File: src/rtl/rpb_pkg.sv
package rpb_pkg;
  // transfer sequencer states
  typedef enum logic [1:0] {
    SQ_IDLE = 2'd0,
    SQ_STRB = 2'd1,
    SQ_DONE = 2'd2
  } seq_state_e;

  // control bit positions (host write at control/status offset)
  localparam int CB_SEL = 0;  // 1 = address port
  localparam int CB_RNW = 1;  // 1 = read from controller
  localparam int CB_RUN = 3;  // 0 = controller held in reset

  // status bit positions (host read at control/status offset)
  localparam int SB_IRQN = 4; // 0 = interrupt pending
  localparam int SB_BUSY = 5; // 1 = transfer in progress
endpackage

File: src/rtl/rpb_host_regs.sv
module rpb_host_regs
  import rpb_pkg::*;
#(
  parameter int HOST_W = 8,
  parameter int LANES  = 2,
  localparam int XFER_W = LANES * HOST_W,
  localparam int ADDR_W = $clog2(LANES + 2)
) (
  input  logic              clk,
  input  logic              rst,
  input  logic              host_we,
  input  logic              host_re,
  input  logic [ADDR_W-1:0] host_addr,
  input  logic [HOST_W-1:0] host_wdata,
  output logic [HOST_W-1:0] host_rdata,
  input  logic              busy,
  input  logic              irq,
  input  logic [XFER_W-1:0] rd_hold,
  output logic [XFER_W-1:0] wr_hold,
  output logic              run,
  output logic              rnw_sel,
  output logic              port_sel,
  output logic              cmd_req
);
  localparam logic [ADDR_W-1:0] CTRL_OFS = ADDR_W'(LANES);
  localparam logic [ADDR_W-1:0] CMD_OFS  = ADDR_W'(LANES + 1);

  // write holding register, one byte lane per host offset
  for (genvar g = 0; g < LANES; g++) begin : g_lane
    always_ff @(posedge clk) begin
      if (rst) begin
        wr_hold[g*HOST_W +: HOST_W] <= '0;
      end else if (host_we && host_addr == ADDR_W'(g)) begin
        wr_hold[g*HOST_W +: HOST_W] <= host_wdata;
      end
    end
  end

  // control register: only the three defined bits are stored
  always_ff @(posedge clk) begin
    if (rst) begin
      run      <= 1'b0;
      rnw_sel  <= 1'b0;
      port_sel <= 1'b0;
    end else if (host_we && host_addr == CTRL_OFS) begin
      run      <= host_wdata[CB_RUN];
      rnw_sel  <= host_wdata[CB_RNW];
      port_sel <= host_wdata[CB_SEL];
    end
  end

  assign cmd_req = host_we && (host_addr == CMD_OFS);

  // read side: status word and read holding lanes
  logic [HOST_W-1:0] status_w;
  logic [HOST_W-1:0] rd_next;

  always_comb begin
    status_w          = '0;
    status_w[SB_BUSY] = busy;
    status_w[SB_IRQN] = ~irq;
  end

  always_comb begin
    rd_next = '0;
    for (int k = 0; k < LANES; k++) begin
      if (host_addr == ADDR_W'(k)) rd_next = rd_hold[k*HOST_W +: HOST_W];
    end
    if (host_addr == CTRL_OFS) rd_next = status_w;
  end

  always_ff @(posedge clk) begin
    if (rst) begin
      host_rdata <= '0;
    end else if (host_re) begin
      host_rdata <= rd_next;
    end
  end
endmodule

File: src/rtl/rpb_xfer_seq.sv
module rpb_xfer_seq
  import rpb_pkg::*;
#(
  parameter int XFER_W = 16
) (
  input  logic              clk,
  input  logic              rst,
  input  logic              run,
  input  logic              start,
  input  logic              rnw_in,
  input  logic              sel_in,
  input  logic [XFER_W-1:0] wdata_in,
  input  logic              ack,
  input  logic [XFER_W-1:0] rdata,
  output logic              stb,
  output logic              busy,
  output logic              rnw,
  output logic              sel,
  output logic [XFER_W-1:0] wdata,
  output logic [XFER_W-1:0] rd_hold
);
  seq_state_e state;

  always_ff @(posedge clk) begin
    if (rst || !run) begin
      state <= SQ_IDLE;
    end else begin
      unique case (state)
        SQ_IDLE: if (start) state <= SQ_STRB;
        SQ_STRB: if (ack)   state <= SQ_DONE;
        SQ_DONE:            state <= SQ_IDLE;
        default:            state <= SQ_IDLE;
      endcase
    end
  end

  // transfer attributes are frozen at the start edge
  always_ff @(posedge clk) begin
    if (rst) begin
      rnw   <= 1'b0;
      sel   <= 1'b0;
      wdata <= '0;
    end else if (run && state == SQ_IDLE && start) begin
      rnw   <= rnw_in;
      sel   <= sel_in;
      wdata <= wdata_in;
    end
  end

  // read holding register, loaded only by an acknowledged read
  always_ff @(posedge clk) begin
    if (rst) begin
      rd_hold <= '0;
    end else if (run && state == SQ_STRB && ack && rnw) begin
      rd_hold <= rdata;
    end
  end

  assign stb  = (state == SQ_STRB);
  assign busy = (state != SQ_IDLE);
endmodule

File: src/rtl/ctlr_regport_bridge.sv
module ctlr_regport_bridge
  import rpb_pkg::*;
#(
  parameter int HOST_W = 8,
  parameter int LANES  = 2,
  localparam int XFER_W = LANES * HOST_W,
  localparam int ADDR_W = $clog2(LANES + 2)
) (
  input  logic              clk,
  input  logic              rst,
  input  logic              host_we,
  input  logic              host_re,
  input  logic [ADDR_W-1:0] host_addr,
  input  logic [HOST_W-1:0] host_wdata,
  output logic [HOST_W-1:0] host_rdata,
  output logic              ctl_rst_n,
  output logic              ctl_stb,
  output logic              ctl_sel_addr,
  output logic              ctl_rnw,
  output logic [XFER_W-1:0] ctl_wdata,
  input  logic [XFER_W-1:0] ctl_rdata,
  input  logic              ctl_ack,
  input  logic              ctl_irq
);
  logic              busy;
  logic              run;
  logic              rnw_sel;
  logic              port_sel;
  logic              cmd_req;
  logic [XFER_W-1:0] wr_hold;
  logic [XFER_W-1:0] rd_hold;

  rpb_host_regs #(.HOST_W(HOST_W), .LANES(LANES)) u_regs (
    .clk        (clk),
    .rst        (rst),
    .host_we    (host_we),
    .host_re    (host_re),
    .host_addr  (host_addr),
    .host_wdata (host_wdata),
    .host_rdata (host_rdata),
    .busy       (busy),
    .irq        (ctl_irq),
    .rd_hold    (rd_hold),
    .wr_hold    (wr_hold),
    .run        (run),
    .rnw_sel    (rnw_sel),
    .port_sel   (port_sel),
    .cmd_req    (cmd_req)
  );

  rpb_xfer_seq #(.XFER_W(XFER_W)) u_seq (
    .clk      (clk),
    .rst      (rst),
    .run      (run),
    .start    (cmd_req),
    .rnw_in   (rnw_sel),
    .sel_in   (port_sel),
    .wdata_in (wr_hold),
    .ack      (ctl_ack),
    .rdata    (ctl_rdata),
    .stb      (ctl_stb),
    .busy     (busy),
    .rnw      (ctl_rnw),
    .sel      (ctl_sel_addr),
    .wdata    (ctl_wdata),
    .rd_hold  (rd_hold)
  );

  assign ctl_rst_n = run;
endmodule

File: config.mk
export PLATFORM = sky130hd
export DESIGN_NAME = ctlr_regport_bridge
export DESIGN_NICKNAME = d
export VERILOG_FILES = /design/src/rtl/rpb_pkg.sv /design/src/rtl/rpb_host_regs.sv /design/src/rtl/rpb_xfer_seq.sv /design/src/rtl/ctlr_regport_bridge.sv
export SDC_FILE = /design/constraint.sdc
export NUM_CORES = 1
export LEC_CHECK = 0
export BUFFER_PORTS_ARGS = -buffer_cell sky130_fd_sc_hd__clkbuf_2
export CELL_PAD_IN_SITES_DETAIL_PLACEMENT = 1
export CELL_PAD_IN_SITES_GLOBAL_PLACEMENT = 2
export CORE_ASPECT_RATIO = 0.75
export CORE_MARGIN = 3
export CORE_UTILIZATION = 36
export DETAILED_ROUTE_END_ITERATION = 6
export PLACE_DENSITY = 0.94
export SYNTH_ARGS = -nofsm -noshare
export SYNTH_HDL_FRONTEND = slang
export SYNTH_SLANG_ARGS = --single-unit
File: constraint.sdc
create_clock -name clk -period 2.41 [get_ports clk]
set_input_delay 0.241 -clock clk [delete_from_list [all_inputs] [get_ports clk]]
set_output_delay 0.241 -clock clk [all_outputs]
set_load 0.03 [all_outputs]
* Word-level counts from Yosys, hierarchy flattened
Cells that the tools add are included.
Storage, ports and cells: register bits 63, input bits 32, output and inout port bits 28
Cells by class: equality and inequality tests 6, muxes and demuxes 6, bitwise operators 1, reduce and logical (&&, ||, !) cells 15
Operators by type and width (number):
- $mux 8 | 3
- $logic_and 1x1->1 | 9
- $eq 2x1->1 const B | 2
- $eq 2x2->1 const B | 2
- $logic_not 2->1 | 2
- $mux 2 | 2
- $ne 2x1->1 const B | 2
- $pmux 2 s2 | 1
- $reduce_and 2->1 | 1
- $reduce_bool 2->1 | 1
- $logic_not 1->1 | 1
- $logic_or 1x1->1 | 1
- $not 1->1 | 1

* Longest topological paths before layout
Gate-level depths: netlist of the first run.
depth after elaboration 4, mapped depth 5, gate-level depth less buffers 3

* Modules after synthesis
Synthesis of the first run repeated with hierarchy kept, for this count alone.
Unflattened totals: cells, all modules 287, area total of the unflattened synthesis 2544.9 um^2
Modules (own cells, without submodules):
- rpb_xfer_seq | times used 1, cells an instance 160, area each 1471.4 um^2, sequential area each 720.7 um^2
- rpb_host_regs | times used 1, cells an instance 127, area each 1073.5 um^2, sequential area each 540.5 um^2

* Worst setup path after synthesis of the first run
OpenSTA, ideal clock, no wires.
path type register to register, start register u_regs.run, end register u_seq.rnw, arrival time 1.323 ns, data required time 2.338 ns, setup slack 1.015 ns, stages on the path, launching flop included 6, cells stage by stage dfxtp_1 -> nand2b_4 -> nor3_2 -> buf_6 -> buf_12 -> mux2i_1
Between the ends: longest elaborated chain between the ends 2
RTL lines:
- start: declaration | line rpb_host_regs.sv:20 | output logic run,
- start signal: assignment | line rpb_host_regs.sv:46 | run <= host_wdata[CB_RUN];
- $logic_and 1x1->1 (2 in a row) | line rpb_xfer_seq.sv:43 | end else if (run && state == SQ_IDLE && start) begin
- end signal: assignment | line rpb_xfer_seq.sv:44 | rnw <= rnw_in;
- end: declaration | line rpb_xfer_seq.sv:17 | output logic rnw,
Every way passes these cells. A chain may end at the register's enable or synchronous reset.

* Final worst setup path of the first run
start register u_seq.state[0], end output port ctl_stb
Between the ends: longest elaborated chain between the ends 1
RTL lines:
- start: declaration | line rpb_xfer_seq.sv:22 | seq_state_e state;
- start signal: assignment | line rpb_xfer_seq.sv:26 | state <= SQ_IDLE;
- start signal: assignment | line rpb_xfer_seq.sv:29 | SQ_IDLE: if (start) state <= SQ_STRB;
- start signal: assignment | line rpb_xfer_seq.sv:30 | SQ_STRB: if (ack) state <= SQ_DONE;
- $eq 2x1->1 | line rpb_xfer_seq.sv:59 | assign stb = (state == SQ_STRB);
- end: declaration | line ctlr_regport_bridge.sv:17 | output logic ctl_stb,
Every way passes these cells.

==> flow_summary_export.csv, run 1 <==
group,metric,value,unit
pwr,leakagePower,1.32,nW
synth,synth-main-ff-cell,"dfxtp_1",
synth,synth_most_common_cell,"nand2b_1",
placement,dp.final_hpwl,4150,µm
global_routing,grt-ovfl-total,0,
clock_network,clockRootBuffer,"clkbuf_8",
synth,syn_area,2760,µm²
cells_and_area,fin_nets,357,
detailed_routing,ant_nets,0,
sta,tightest_slew,0.716,ns
detailed_routing,drt-total-wl,5900,µm
sta,max_freq,676,MHz
cells_and_area,syn2layout_area_growth,18.7,%
flow_run,cap_violations,0,
worst_setup_path,reg2reg_depth,3,
worst_setup_path,slowest_stage,"dfxtp_1",
placement,port_buffers,59,
floorplan,ios,60,
detailed_routing,first_pass_iters,4,
worst_setup_path,cp-start-kind,"flop",
pwr,irDropWorstVdd,0.263,mV
detailed_routing,drtIter0Drc,44,
synth,synth-edff-count,0,
global_routing,grt_max_degree,53,
floorplan,fp.dieArea,8760,µm²
status,outcome,"completed",
worst_setup_path,critPathKind,"reg2out",
floorplan,initial_core_util,38.7,%
synth,synth_area_leaders,"dfxtp_1, mux2i_1, nand2b_1",
worst_setup_path,path_max_fanout,6,
global_routing,grt_pass1_vias,1966,
global_routing,grtUsageTotal,14.5,%
sta,setup_violations,0,
sta,maxSlewHeadroom,52.2,%
sta,fin_setup_tns,0,ns
detailed_routing,num_vias,1989,
clock_network,cts_repair_resize_count,0,
sta,finalMaxSlewViolations,0,
sta,hold_violations,0,
synth,ys_types,25,
clock_network,cts_tree,"done",
synth,syn_area_per_cell,10.2,µm²
sta,period_needed,1.48,ns
sta,min_period_over_period,61.4,%
floorplan,core,7120,µm²
cells_and_area,fillers,841,
synth,synth_seq_cells,63,
worst_hold_path,whs_path_depth,3,
sta,setup_slack,0.931,ns
global_routing,antenna_found_initial,0,
synth,async_flop_share,0,%
placement,place_inst,412,
worst_setup_path,critPathCaptureType,"output port",
cells_and_area,final_layout_size_suffix_gt1_share,27.3,%
floorplan,dieWidth,107,µm
synth,synthCells,270,
synth,yosys-top-cells-count,"nand2b_1, dfxtp_1, mux2i_1",
floorplan,die_y,81.8,µm
sta,rsz0062_at_grt,"no",
floorplan,rows,26,
worst_setup_path,worst_path_largest_cell_delay,0.50,ns
placement,pre_cts_ws,0.882,ns
cells_and_area,regArea,1260,µm²
synth,yosysSeqAreaShare,45.7,%
synth,synth_top_area_cell,"dfxtp_1",
clock_network,cts_max_path_buffers,2,
cells_and_area,final_cells,428,
global_routing,grt_pass1_wl,9760,µm
detailed_routing,via_per_inst,4.65,
detailed_routing,drc,0,
worst_setup_path,arrival,1.24,ns
sta,skew,0.00768,ns
clock_network,holdBufCountCts,0,
worst_hold_path,min_path_type,"in2reg",
worst_setup_path,worstPathRequired,2.17,ns
cells_and_area,multi_input_area,1390,µm²
clock_network,insertion_delay,0.34,ns
synth,synth_top_area_share,45.7,%
pwr,power.total,2.02,mW
clock_network,htreeDepth,3,
synth,syn_nets,302,
synth,yosys_warnings,0,
placement,gp_congestion,0.768,
clock_network,clk_pin_slew,0.07,ns
clock_network,cts_buffers,9,
clock_network,clkSinkCount,63,
worst_setup_path,crit_chain,"and2b_2, clkbuf_2",
cells_and_area,antenna-diode-count,0,
detailed_routing,routedWlPerCell,13.8,µm
pwr,powerDensity,616,nW/µm²
clock_network,post-cts-setup-buffer-count,0,
[area by class of cell]
class                      count  area share, %
multi-input combinational    189           42.3
clock buffer                  11           4.32
sequential                    63           38.5
timing repair buffer          62           10.1
tap                           98           3.74
clock inverter                 5           1.03
[final timing paths]
kind	from	endpoint	slack [ns]
worst min register to register	u_seq.rd_hold[0]$_SDFFE_PP0P_	u_seq.rd_hold[0]$_SDFFE_PP0P_	0.47
worst max register to register	u_seq.state[0]$_SDFFE_PP0P_	u_seq.rd_hold[2]$_SDFFE_PP0P_	1.04
worst min-delay path	ctl_rdata[13]	u_seq.rd_hold[13]$_SDFFE_PP0P_	0.13
worst max-delay path	u_seq.state[0]$_SDFFE_PP0P_	ctl_stb	0.93
[metal layers]
metal	wire length (µm)	global-route usage, %	share of wire [%]	up-vias
met5	0	0	0	-
met4	50	4.21	0.85	0
met3	313	5.66	5.3	6
met2	2410	21.2	41	45
met1	3130	19.7	53	937
li1	-	-	-	1001
[layout by cell type (no fill, tap or decap), drive strengths merged]
| cell type | netlist | routed |
|---|---|---|
| a21oi | 6 | 6 |
| nand3 | 2 | 2 |
| nor3 | 3 | 3 |
| nand2 | 1 | 1 |
| clkbuf | 7 | 70 |
| nor3b | 1 | 1 |
| dfxtp | 63 | 63 |
| nor2b | 7 | 7 |
| buf | 11 | 3 |
| and2b | 1 | 1 |
| clkinvlp | 0 | 2 |
| a311oi | 2 | 2 |
| nand3b | 4 | 4 |
| mux2 | 7 | 7 |
| a211o | 2 | 2 |
| mux2i | 53 | 53 |
| clkinv | 0 | 3 |
| nand2b | 69 | 69 |
| nor2 | 31 | 31 |
[registers in the layout (all words and copies together) (netlist names)]
register,count
u_regs.wr_hold,16
u_seq.rd_hold,16
u_seq.wdata,16
u_regs.host_rdata,8
u_seq.state,2
u_regs.port_sel,1
u_regs.rnw_sel,1
u_regs.run,1
u_seq.rnw,1
u_seq.sel,1
[per-stage QoR]
stage	util [%]	cell area, µm²	hold slack [ns]
floorplan	-	2760	0.368
global placement	43.5	3100	0.458
detailed placement	43.5	3100	0.462
CTS	46.0	3280	0.115
global route	46.0	3280	0.127
finish	46.0	3280	0.133
[worst max-delay path: cells and delay by family, from the launching register on]
family	cells	cell delay, ns
buffers and inverters	1	0.20
AND/OR/NAND/NOR	1	0.20
flip-flops	1	0.50
[report_power, final]
group	leakage, nW	internal, mW	total [mW]	switching [mW]
sequential	0.509	1.05	1.06	0.00745
combinational	0.725	0.0663	0.140	0.0736
clock	0.0853	0.399	0.817	0.417
[kinds of logic (layout without fill, tap and decap cells)]
family	after synthesis	after routing	share of synthesized area [%]
simple gates	119	119	25.4
mux	60	60	22.1
flops	63	63	45.7
buf+inv	18	78	4.44
compound gates	10	10	2.36
No activity file was read; power rests on OpenSTA's default activity.
==> run 2, diff against run 1 <==
--- a/config.mk
+++ b/config.mk
@@ -10,9 +10,9 @@
 export CELL_PAD_IN_SITES_GLOBAL_PLACEMENT = 2
 export CORE_ASPECT_RATIO = 0.75
 export CORE_MARGIN = 3
-export CORE_UTILIZATION = 36
+export CORE_UTILIZATION = 33
 export DETAILED_ROUTE_END_ITERATION = 6
-export PLACE_DENSITY = 0.94
+export PLACE_DENSITY = 0.88
 export SYNTH_ARGS = -nofsm -noshare
 export SYNTH_HDL_FRONTEND = slang
 export SYNTH_SLANG_ARGS = --single-unit
==> constraint.sdc (replaced) <==
create_clock -name clk -period 1.4 [get_ports clk]
set_input_delay 0.14 -clock clk [delete_from_list [all_inputs] [get_ports clk]]
set_output_delay 0.14 -clock clk [all_outputs]
set_load 0.03 [all_outputs]
==> flow_summary_export.csv, run 2 (same netlist as run 1, synthesis figures left out) <==
group,metric,value,unit
status,outcome,"completed",
placement,port_buffers,59,
worst_hold_path,min_path_type,"in2reg",
worst_setup_path,cp-start-kind,"flop",
floorplan,rows,28,
pwr,irDropWorstVdd,0.441,mV
floorplan,fp.dieArea,9500,µm²
global_routing,grt_max_degree,98,
pwr,p_clk_share,44.2,%
cells_and_area,antenna-diode-count,0,
pwr,p_sw_share,22.2,%
worst_setup_path,critPathCaptureType,"output port",
sta,maxSlewHeadroom,77.4,%
pwr,powerDensity,1090,nW/µm²
worst_setup_path,slowest_stage,"dfxtp_2",
cells_and_area,fin_area,3420,µm²
floorplan,initial_core_util,34.4,%
global_routing,grt_pass1_wl,10300,µm
clock_network,insertion_delay,0.34,ns
cells_and_area,fin_nets,365,
placement,dp.final_hpwl,4080,µm
clock_network,clk_pin_slew,0.07,ns
worst_setup_path,crit_family,"flip-flops",
clock_network,clkSinkCount,63,
floorplan,ios,60,
sta,hold_violations,0,
floorplan,die_y,85.2,µm
cells_and_area,regArea,1260,µm²
global_routing,grtUsageTotal,13.7,%
clock_network,cts_max_path_buffers,2,
sta,period_needed,1.26,ns
cells_and_area,final_common_cell,"nand2b_1",
pwr,combPwrFrac,6.8,%
sta,skew,0.00483,ns
global_routing,antenna_found_initial,0,
detailed_routing,drt-total-wl,6180,µm
pwr,p_switching,0.826,mW
sta,hold_slack,0.0435,ns
flow_run,cap_violations,0,
cells_and_area,reg_top3,"u_regs.wr_hold: 16 flops, u_seq.rd_hold: 16 flops, u_seq.wdata: 16 flops",
worst_setup_path,critPathKind,"reg2out",
worst_setup_path,crit_buf_inv,1,
pwr,seqPwrFrac,49.0,%
worst_setup_path,arrival,1.12,ns
cells_and_area,fillers,921,
global_routing,grt-ovfl-total,0,
floorplan,core,8020,µm²
sta,min_period_over_period,90.2,%
detailed_routing,drtIter0Drc,49,
detailed_routing,num_vias,2006,
pwr,leakagePower,1.40,nW
sta,max_freq,792,MHz
global_routing,grt_pass1_vias,2095,
worst_setup_path,crit_chain,"and2b_2, clkbuf_2",
worst_setup_path,worstPathRequired,1.26,ns
placement,place_inst,422,
cells_and_area,multi_input_area,1390,µm²
floorplan,dieWidth,112,µm
sta,rsz0062_at_grt,"no",
clock_network,cts_tree,"done",
placement,placed_area,3160,µm²
detailed_routing,first_pass_iters,4,
detailed_routing,via_per_inst,4.53,
detailed_routing,ant_nets,0,
cells_and_area,final_cells,443,
sta,setup_violations,0,
placement,gp_congestion,0.735,
sta,finalMaxSlewViolations,0,
cells_and_area,final_layout_size_suffix_gt1_share,29.3,%
worst_setup_path,path_max_fanout,6,
cells_and_area,final_cell_mix,"nand2b_1, dfxtp_1, clkbuf_2, mux2i_1, nor2_1",
detailed_routing,routedWlPerCell,14.0,µm
clock_network,htreeDepth,3,
cells_and_area,post-route-util,42.6,%
detailed_routing,drc,0,
sta,fin_setup_tns,0,ns
cells_and_area,syn2layout_area_growth,23.9,%
sta,tightest_slew,0.339,ns
pwr,p_int,2.90,mW
clock_network,cts_buffers,9,
worst_setup_path,worst_path_largest_cell_delay,0.42,ns
clock_network,clockRootBuffer,"clkbuf_8",
[run 2: metrics by stage]
step | total power, mW | setup WS (ns)
after global placement | 2.12 | 0.184
final | 3.73 | 0.137
after CTS | 3.80 | 0.00429
after floorplan | 2.02 | 0.00521
after detailed placement | 2.12 | 0.0760
after global routing | 3.91 | 0.0466
[run 2: final timing paths]
kind / from / endpoint / slack [ns] / cells after the start
setup reg to reg: u_seq.state[1]$_SDFFE_PP0P_ / u_seq.wdata[10]$_SDFFE_PP0P_ / 0.17 / 4
setup / recovery: u_seq.state[0]$_SDFFE_PP0P_ / ctl_stb / 0.14 / 2
hold / removal: ctl_rdata[4] / u_seq.rd_hold[4]$_SDFFE_PP0P_ / 0.04 / 3
hold reg to reg: u_seq.rd_hold[14]$_SDFFE_PP0P_ / u_seq.rd_hold[14]$_SDFFE_PP0P_ / 0.47 / 2
[run 2: routing by layer]
layer | vias up | global-route usage, % | wire length, µm
met5 | - | 0 | 0
met4 | 0 | 5.30 | 102
met3 | 9 | 5.06 | 288
met2 | 38 | 21.5 | 2810
met1 | 945 | 17.3 | 2980
li1 | 1014 | - | -
[run 2: layout make-up]
type,instances,share of cell area [%]
flip-flops and latches,63,36.9
well taps,105,3.84
repair buffers,70,12.5
multi-input cells,189,40.6
clock inverters,3,1.17
clock buffers,13,4.94
[run 2: worst reg2reg max path: cells and delay by family (launching register included)]
family        cells  cell delay, ns
flops             1            0.34
mux               1            0.21
buf+inv           1            0.21
simple gates      2            0.40
[run 2: what timing repair did]
item / CTS / global route
resized for setup: 0 / 1
endpoints found under the hold margin: 0 / 0
setup buffers: 0 / 5
hold buffers: 0 / 0
setup endpoints to repair: 0 / 17
[run 2: power groups by stage]
stage,registers [mW],clock network (mW),logic (mW)
after floorplan,1.87,0,0.148
after global placement,1.87,0,0.251
after detailed placement,1.87,0,0.257
after CTS,1.83,1.72,0.259
after global routing,1.83,1.81,0.280
final,1.83,1.65,0.253
